`src/rtl/vhr_pkg.sv`:
```
package vhr_pkg;
   typedef enum logic [1:0] {
      ST_IDLE = 2'd0,
      ST_MOVE = 2'd1,
      ST_ADD  = 2'd2
   } vhr_state_t;
endpackage

```
`src/rtl/vhr_half_mover.sv`:
```
// Restricted permutation: shift the upper part of the active elements down
// to lane 0. Lanes that receive no element read zero.
module vhr_half_mover #(
   parameter int EW  = 16,
   parameter int MVL = 8,
   parameter int LW  = $clog2(MVL + 1)
) (
   input  logic [MVL-1:0][EW-1:0] vin,
   input  logic [LW-1:0]          vl,
   output logic [MVL-1:0][EW-1:0] upper,
   output logic [LW-1:0]          half,
   output logic [LW-1:0]          keep
);
   assign half = vl >> 1;
   assign keep = vl - half;

   for (genvar i = 0; i < MVL; i++) begin : g_lane
      logic [EW-1:0] lane_val;
      always_comb begin
         lane_val = '0;
         if (LW'(i) < half) begin
            for (int k = 1; k < MVL - i; k++) begin
               if (keep == LW'(k)) lane_val = vin[i + k];
            end
         end
      end
      assign upper[i] = lane_val;
   end
endmodule

```
`src/rtl/vhr_lane_adder.sv`:
```
// Element-wise adder: lanes below 'half' add, the rest pass through.
module vhr_lane_adder #(
   parameter int EW  = 16,
   parameter int MVL = 8,
   parameter int LW  = $clog2(MVL + 1)
) (
   input  logic [MVL-1:0][EW-1:0] a,
   input  logic [MVL-1:0][EW-1:0] b,
   input  logic [LW-1:0]          half,
   output logic [MVL-1:0][EW-1:0] sum
);
   for (genvar i = 0; i < MVL; i++) begin : g_add
      assign sum[i] = (LW'(i) < half) ? EW'(a[i] + b[i]) : a[i];
   end
endmodule

```
`src/rtl/vec_halving_reducer.sv`:
```
module vec_halving_reducer
   import vhr_pkg::*;
#(
   parameter int EW  = 16,
   parameter int MVL = 8,
   parameter int LW  = $clog2(MVL + 1)
) (
   input  logic                clk,
   input  logic                rst_n,
   input  logic                start,
   input  logic [MVL*EW-1:0]   src_vec,
   input  logic [LW-1:0]       src_vl,
   output logic                busy,
   output logic                done,
   output logic [EW-1:0]       result
);
   if (MVL < 2) begin : g_chk_mvl
      $error("vec_halving_reducer: MVL must be at least 2");
   end
   if (EW < 1) begin : g_chk_ew
      $error("vec_halving_reducer: EW must be at least 1");
   end
   if ((1 << LW) <= MVL) begin : g_chk_lw
      $error("vec_halving_reducer: LW too narrow for MVL");
   end

   localparam logic [LW-1:0] VL_MAX = LW'(MVL);

   vhr_state_t             state;
   logic [LW-1:0]          vl_q;
   logic [MVL-1:0][EW-1:0] vreg;
   logic [MVL-1:0][EW-1:0] tmp;
   logic [EW-1:0]          res_q;
   logic                   done_q;

   logic [MVL-1:0][EW-1:0] upper, summed;
   logic [LW-1:0]          half, keep;
   logic [LW-1:0]          vl_in;

   assign vl_in = (src_vl > VL_MAX) ? VL_MAX : src_vl;

   vhr_half_mover #(.EW(EW), .MVL(MVL), .LW(LW)) u_mover (
      .vin   (vreg),
      .vl    (vl_q),
      .upper (upper),
      .half  (half),
      .keep  (keep)
   );

   vhr_lane_adder #(.EW(EW), .MVL(MVL), .LW(LW)) u_adder (
      .a    (vreg),
      .b    (tmp),
      .half (half),
      .sum  (summed)
   );

   always_ff @(posedge clk) begin
      if (!rst_n) begin
         state  <= ST_IDLE;
         vl_q   <= '0;
         vreg   <= '0;
         tmp    <= '0;
         res_q  <= '0;
         done_q <= 1'b0;
      end else begin
         done_q <= 1'b0;
         unique case (state)
            ST_IDLE: begin
               if (start) begin
                  vreg  <= src_vec;
                  vl_q  <= vl_in;
                  state <= ST_MOVE;
               end
            end
            ST_MOVE: begin
               if (vl_q <= LW'(1)) begin
                  res_q  <= (vl_q == '0) ? '0 : vreg[0];
                  done_q <= 1'b1;
                  state  <= ST_IDLE;
               end else begin
                  tmp   <= upper;
                  state <= ST_ADD;
               end
            end
            ST_ADD: begin
               vreg  <= summed;
               vl_q  <= keep;
               state <= ST_MOVE;
            end
            default: state <= ST_IDLE;
         endcase
      end
   end

   assign busy   = (state != ST_IDLE);
   assign done   = done_q;
   assign result = res_q;

   // done is a single-cycle strobe
   a_r6_done_pulse: assert property (@(posedge clk) disable iff (!rst_n)
      done |=> !done);
   // done only follows a busy cycle
   a_r6_done_after_busy: assert property (@(posedge clk) disable iff (!rst_n)
      done |-> $past(busy));
   // every add pass leaves the active length at ceil(L/2)
   a_r3_vl_halves: assert property (@(posedge clk) disable iff (!rst_n)
      (state == ST_ADD) |=> (vl_q == (($past(vl_q) >> 1) + ($past(vl_q) & LW'(1)))));
   // while busy nothing reloads the length, so it never grows
   a_r8_vl_never_grows: assert property (@(posedge clk) disable iff (!rst_n)
      busy |=> (vl_q <= $past(vl_q)));
   // the top lane is never an add lane, so it only changes on load
   a_r5_top_lane_kept: assert property (@(posedge clk) disable iff (!rst_n)
      (state != ST_IDLE) |=> $stable(vreg[MVL-1]));
endmodule

```
`config.mk`:
```
export PLATFORM = sky130hd
export DESIGN_NAME = vec_halving_reducer
export DESIGN_NICKNAME = d
export VERILOG_FILES = /design/src/rtl/vhr_pkg.sv /design/src/rtl/vhr_half_mover.sv /design/src/rtl/vhr_lane_adder.sv /design/src/rtl/vec_halving_reducer.sv
export SDC_FILE = /design/constraint.sdc
export NUM_CORES = 1
export LEC_CHECK = 0
export BUFFER_PORTS_ARGS = -buffer_cell sky130_fd_sc_hd__buf_2
export CAP_MARGIN = 0
export CORE_ASPECT_RATIO = 1.25
export CORE_MARGIN = 4
export CORE_UTILIZATION = 30
export CTS_BUF_LIST = sky130_fd_sc_hd__clkbuf_2 sky130_fd_sc_hd__clkbuf_4 sky130_fd_sc_hd__clkbuf_8
export CTS_CLUSTER_SIZE = 12
export DETAILED_ROUTE_END_ITERATION = 8
export PLACE_DENSITY_LB_ADDON = 0.3
export SLEW_MARGIN = 10
export SYNTH_ARGS = -nofsm -noshare
export SYNTH_HDL_FRONTEND = slang
export SYNTH_SLANG_ARGS = --single-unit
export TNS_END_PERCENT = 30
```
`constraint.sdc`:
```
create_clock -name clk -period 4.61 [get_ports clk]
set_input_delay 0.6915 -clock clk [delete_from_list [all_inputs] [get_ports clk]]
set_output_delay 0.6915 -clock clk [all_outputs]
set_load 0.02 [all_outputs]
```
=== Yosys cells after proc, flatten, opt, wreduce, memory -nomap -nowiden ===
Index checks and enable logic that the tools add are counted.

* Logic and storage cells: 125
* Output and inout bits: 18
* Input bits: 135
* Register bits after elaboration: 263

* Add/subtract/negate cells: 8
* Reduce and logical (&&, ||, !) cells: 16
* Equal/unequal tests: 19
* Multiplexer cells: 52
* $lt $le $gt $ge: 10
* Bitwise gates (word level): 1

{| class="wikitable"
|+ Operator list
! kind !! number
|-
| 2-to-1 mux 16 bit || 43
|-
| one-hot mux 128 bit (2 select lines) || 1
|-
| 2-to-1 mux 128 bit || 1
|-
| adder 16 bit || 7
|-
| AND reduction 3 bit || 7
|-
| equality test 4 x 3 -> 1 bit, second input constant || 4
|-
| != test 2 x 1 -> 1 bit, second input constant || 8
|-
| < comparator 3 bit, first input constant || 4
|-
| equality test 4 x 2 -> 1 bit, second input constant || 2
|-
| 2-to-1 mux 4 bit || 2
|-
| one-hot mux 4 bit (2 select lines) || 1
|-
| AND reduction 2 bit || 4
|-
| < comparator 1 x 3 -> 1 bit, first input constant || 2
|-
| < comparator 2 x 3 -> 1 bit, first input constant || 2
|-
| one-hot mux 2 bit (3 select lines) || 1
|-
| equality test 4 x 1 -> 1 bit, second input constant || 1
|-
| greater-than comparator 4 bit, second input constant || 1
|-
| <= comparator 4 x 1 -> 1 bit, second input constant || 1
|-
| logical NOT 4 bit || 1
|-
| 2-to-1 mux 2 bit || 2
|-
| != test 2 bit, second input constant || 2
|-
| AND reduction 4 bit || 1
|-
| nonzero test 2 bit || 2
|-
| subtractor 4 x 3 -> 4 bit || 1
|-
| 5 further kinds || 5
|}

=== Logic depth before layout (Yosys ltp) ===
* Depth in word-level cells: 10
* Mapped depth: 14
* Gate-level depth less buffers: 12

=== By module ===
Synthesis repeated with hierarchy kept, for this count alone.

* Cell total of the unflattened synthesis: 3,210
* Area, all modules: 23,641.4 µm²

{| class="wikitable"
|+ By module, submodules not included
! module !! seq. area each (µm²) !! area an instance (µm²) !! times used !! cells each
|-
| vec_halving_reducer || 5,585.4 || 11,417.2 || 1 || 1,373
|-
| vhr_lane_adder || 0.0 || 7,460.9 || 1 || 1,112
|-
| vhr_half_mover || 0.0 || 4,763.3 || 1 || 725
|}

=== Least setup slack after synthesis ===
Ideal clock, no wire load.

* Path type: flip-flop to flip-flop
* Start point: register vl_q[1]
* End point: register tmp[36] (netlist name)
* Period minus slack after synthesis: 2.846 ns
* Stages on the path, launching flop included: 13
* Arrival: 2.724 ns
* Library setup time: 0.122 ns
* Path slack: 1.764 ns
* Buffers on the path: 3
* Data required time: 4.488 ns
* Path through: dfxtp_1 -> ha_1 -> inv_1 -> fa_1 -> xnor2_1 -> buf_2 -> nor3_2 -> and2_1 -> buf_2 -> clkbuf_1 -> a221oi_1 -> nor3_1 -> a221o_1

* Longest elaborated chain between the ends: 8
* Elaborated cells on any way between the ends: 16
* Classes of those cells: add/sub (1); order compare (2); eq/ne (5); mux (6); bitwise (1); reduce/logical (1)

{| class="wikitable"
|+ Ends and longest elaborated chain
! what !! RTL line !! source
|-
| from (decl) || vec_halving_reducer.sv:30 || <nowiki>logic [LW-1:0] vl_q;</nowiki>
|-
| from (signal assigned) || vec_halving_reducer.sv:71 || <nowiki>vl_q <= vl_in;</nowiki>
|-
| from (signal assigned) || vec_halving_reducer.sv:87 || <nowiki>vl_q <= keep;</nowiki>
|-
| subtractor 4 x 3 -> 4 bit || vhr_half_mover.sv:15 || <nowiki>assign keep = vl - half;</nowiki>
|-
| equality test 4 x 1 -> 1 bit || vhr_half_mover.sv:23 || <nowiki>if (keep == LW'(k)) lane_val = vin[i + k];</nowiki>
|-
| 2-to-1 mux 16 bit (5 in series) || vhr_half_mover.sv:23 ||
|-
| 2-to-1 mux 16 bit || vhr_half_mover.sv:21 || <nowiki>if (LW'(i) < half) begin</nowiki>
|-
| to (signal assigned) || vec_halving_reducer.sv:81 || <nowiki>tmp <= upper;</nowiki>
|-
| to (decl) || vec_halving_reducer.sv:32 || <nowiki>logic [MVL-1:0][EW-1:0] tmp;</nowiki>
|}

Several ways; a longest one is shown, not always the timed one.
A chain may end at the register's enable or synchronous reset.

=== Final worst setup path ===
* Start point: register vl_q[1]
* End point: register tmp[93] (netlist name)

* Longest elaborated chain between the ends: 5
* Elaborated cells on any way between the ends: 10
* Classes of those cells: add/sub (1); order compare (2); eq/ne (2); mux (3); bitwise (1); reduce/logical (1)

{| class="wikitable"
|+ Ends and longest elaborated chain
! what !! RTL line
|-
| subtractor 4 x 3 -> 4 bit || vhr_half_mover.sv:15
|-
| equality test 4 x 1 -> 1 bit || vhr_half_mover.sv:23
|-
| 2-to-1 mux 16 bit (2 in series) || vhr_half_mover.sv:23
|-
| 2-to-1 mux 16 bit || vhr_half_mover.sv:21
|}

Several ways; a longest one is shown, not always the timed one.

==> results.sh <==
export IMPL_p_per_area_nw_per_um2=323.6
export IMPL_hpwl_um=55960
export IMPL_coreArea_um2=58220
export IMPL_critPathCaptureType="register"
export IMPL_fin_crit_sh=0.8031
export IMPL_die_width_um=224.6
export IMPL_cts_hold_fix_buffers=0
export IMPL_maxCapViolCount=0
export IMPL_outcome="finished clean"
export IMPL_dr_pass1_iters=6
export IMPL_clk_pin_slew_ns=0.06
export IMPL_syn_area_um2=17600
export IMPL_yosys_register_bits=263
export IMPL_io_pins=153
export IMPL_first_global_vias=18160
export IMPL_stdcell_area_um2=20120
export IMPL_synth_simple_area_share=0.1771
export IMPL_drc=0
export IMPL_synth_compound_area_frac=0.3410
export IMPL_synth_edf_count=0
export IMPL_setup_slack_ns=0.9078
export IMPL_ys_warn_count=0
export IMPL_synth_top_area_share=0.2992
export IMPL_cts_resized=0
export IMPL_rsz0062_at_grt="false"
export IMPL_synth_top_family_by_area="compound AO/OA/AOI/OAI gates"
export IMPL_post_cts_buffers=0
export IMPL_gp_congestion=0.9796
export IMPL_cts_root_buf="clkbuf_8"
export IMPL_finalCriticalPeriod_ns=3.702
export IMPL_io_buffers=152
export IMPL_setup_viol=0
export IMPL_critPathLaunchType="register"
export IMPL_syn_nets=2537
export IMPL_ys_flop_type="dfxtp_1"
export IMPL_gr_total_overflow=0
export IMPL_drt_iter0_markers=2042
export IMPL_max_slew_margin=0.3274
export IMPL_dp_slack_ns=0.9808
export IMPL_wl_per_cell_um=24.99
export IMPL_antenna_found_initial=2
export IMPL_vias=18710
export IMPL_ys_top_cells_by_area="dfxtp_1 30%, ha_1 8.2%, nand2_1 6.1%"
export IMPL_synth_area_leader_cell="dfxtp_1"
export IMPL_ys_async_sr_fraction=0
export IMPL_tns_ns=0
export IMPL_drt_wl_total_um=78600
export IMPL_synth_adder_area_share=0.09088
export IMPL_dieArea_um2=62620
export IMPL_tritoncts_num_buffers=49
export IMPL_hold_ws_ns=0.2955
export IMPL_path_max_fanout=44
export IMPL_cts_max_path_buffers=3
export IMPL_synth_xor_area_share=0.03036
export IMPL_place_area_um2=19010
export IMPL_clock_fmax_ghz=0.2701
export IMPL_ir_worst_vdd_mv=0.2455
export IMPL_clock_latency_ns=0.66
export IMPL_cts_num_sinks=263
export IMPL_grt_usage=0.2400
export IMPL_nets=2606
export IMPL_hold_class="in -> reg"
export IMPL_yosysSeqAreaShare=0.2992
export IMPL_crit_type="reg -> reg"
export IMPL_synth_mux_area_frac=0.008177
export IMPL_area_growth_pct=14.37
export IMPL_die_height_um=278.8
export IMPL_synth_avg_cell_area_um2=7.721
export IMPL_final_layout_size_suffix_gt1_frac=0.1391
export IMPL_critPathRequiredTime_ns=5.16
export IMPL_grt_pass1_wl_um=115700
export IMPL_drtAntennaViolNets=0
export IMPL_leakagePower_nw=7.856
export IMPL_grt_max_degree=75
export IMPL_initial_utilization=0.3022
export IMPL_layout_common_cells="285 x nand2_1, 263 x dfxtp_1, 196 x a21oi_1"
export IMPL_cts_tree="built"
export IMPL_htree_levels=2
export IMPL_layout_commonest_cell="nand2_1"
export IMPL_worst_slew_pin_slew_ns=1.009
export IMPL_row_count=99
export IMPL_report_final_slew_viol_count=0
export IMPL_yosysUniqueCellTypes=74
export IMPL_fillerInstances=6160
export IMPL_hold_viol=0
export IMPL_worst_clock_skew_ns=0.04930
export IMPL_critPathArrivalTime_ns=4.25
export IMPL_avgViaCountPerCell=5.950
export IMPL_syn_inst=2279
## cells in the mapped netlist, types with 5 or more instances
library cell,count
o22ai_2,14
a222oi_1,16
a21oi_1,201
ha_1,115
o21bai_1,6
inv_1,52
nor3_1,52
o21ai_1,15
a22o_1,40
nor2_1,196
a21o_1,23
o22a_1,15
a22oi_1,22
mux2i_1,11
a211o_1,10
buf_6,5
dfxtp_1,263
a221oi_1,49
a31oi_1,34
nor4_1,9
buf_1,18
nand2b_1,18
xnor2_1,36
a311oi_1,43
nor2b_1,33
o21ai_0,188
nand3_1,51
or3_1,16
o22ai_1,29
and3_1,7
fa_1,8
nand4_1,7
a211oi_1,51
o31a_1,7
a221o_1,27
nand2_1,285
xor2_1,25
buf_2,17
o211ai_1,18
o311ai_0,8
and2_1,9
o21a_1,14
clkbuf_1,136
o31ai_1,21
## final cells by class
type / count / area (µm²) / share of cell area
Antenna cell: 1 / 2.502 / 0.0001243
Clock buffer: 79 / 1018 / 0.05061
Clock inverter: 11 / 96.34 / 0.004787
Inverter: 53 / 201.4 / 0.01001
Multi-Input combinational cell: 1784 / 11460 / 0.5693
Sequential cell: 263 / 5265 / 0.2616
Tap cell: 757 / 947.2 / 0.04707
Timing Repair Buffer: 197 / 1136 / 0.05645
## critical path, stage by stage (launching register included)
cell	delay, ns
dfxtp_1	0.50
ha_1	0.22
inv_1	0.05
fa_1	0.44
xnor2_2	0.36
nor3_2	0.18
buf_4	0.25
and2_2	0.83
buf_4	0.37
a22o_1	0.16
nand3_1	0.08
a21oi_1	0.19
## routing by layer
layer,vias to the layer above,share of wire,global-route usage
li1,8668,-,-
met1,8895,0.39,0.2882
met2,860,0.47,0.4001
met3,290,0.076,0.04648
met4,0,0.071,0.1380
met5,-,0,0
## report_power, final
group          switching, mW  leakage (nW)  total, mW  internal, mW
Combinational          0.761          5.13       1.21         0.450
Clock                   1.11         0.580       2.57          1.46
Sequential             0.348          2.15       2.73          2.38
## final timing paths
check,from,end,slack [ns],cells after the start
hold reg to reg,tmp[80],tmp[80],0.46,2
setup / recovery,vl_q[1],tmp[93],0.91,11
setup reg to reg,vl_q[1],tmp[93],0.91,11
hold / removal,src_vec[70],vreg[70],0.30,3
## registers in the layout, indices dropped and copies added (netlist names)
name and flops:
vl_q 4, vreg 128, done 1, result 16, tmp 112, state 2
## per-stage QoR
step | power, mW | utilization | cells
final | 6.511 | 0.3457 | 3145
after floorplan | 3.394 | - | 2279
after detailed placement | 3.946 | 0.3265 | 3054
after global placement | 3.933 | 0.3265 | 3054
after global routing | 6.771 | 0.3457 | 3145
after CTS | 6.531 | 0.3456 | 3144
## kinds of logic after synthesis
family,after synthesis
AO/OA/AOI/OAI,884
XOR/XNOR,61
adder cells (fa/ha/maj),123
buffers and inverters,232
flip-flops,263
multiplexers,14
AND/OR/NAND/NOR,702
Power figures use the tool's default switching activity.
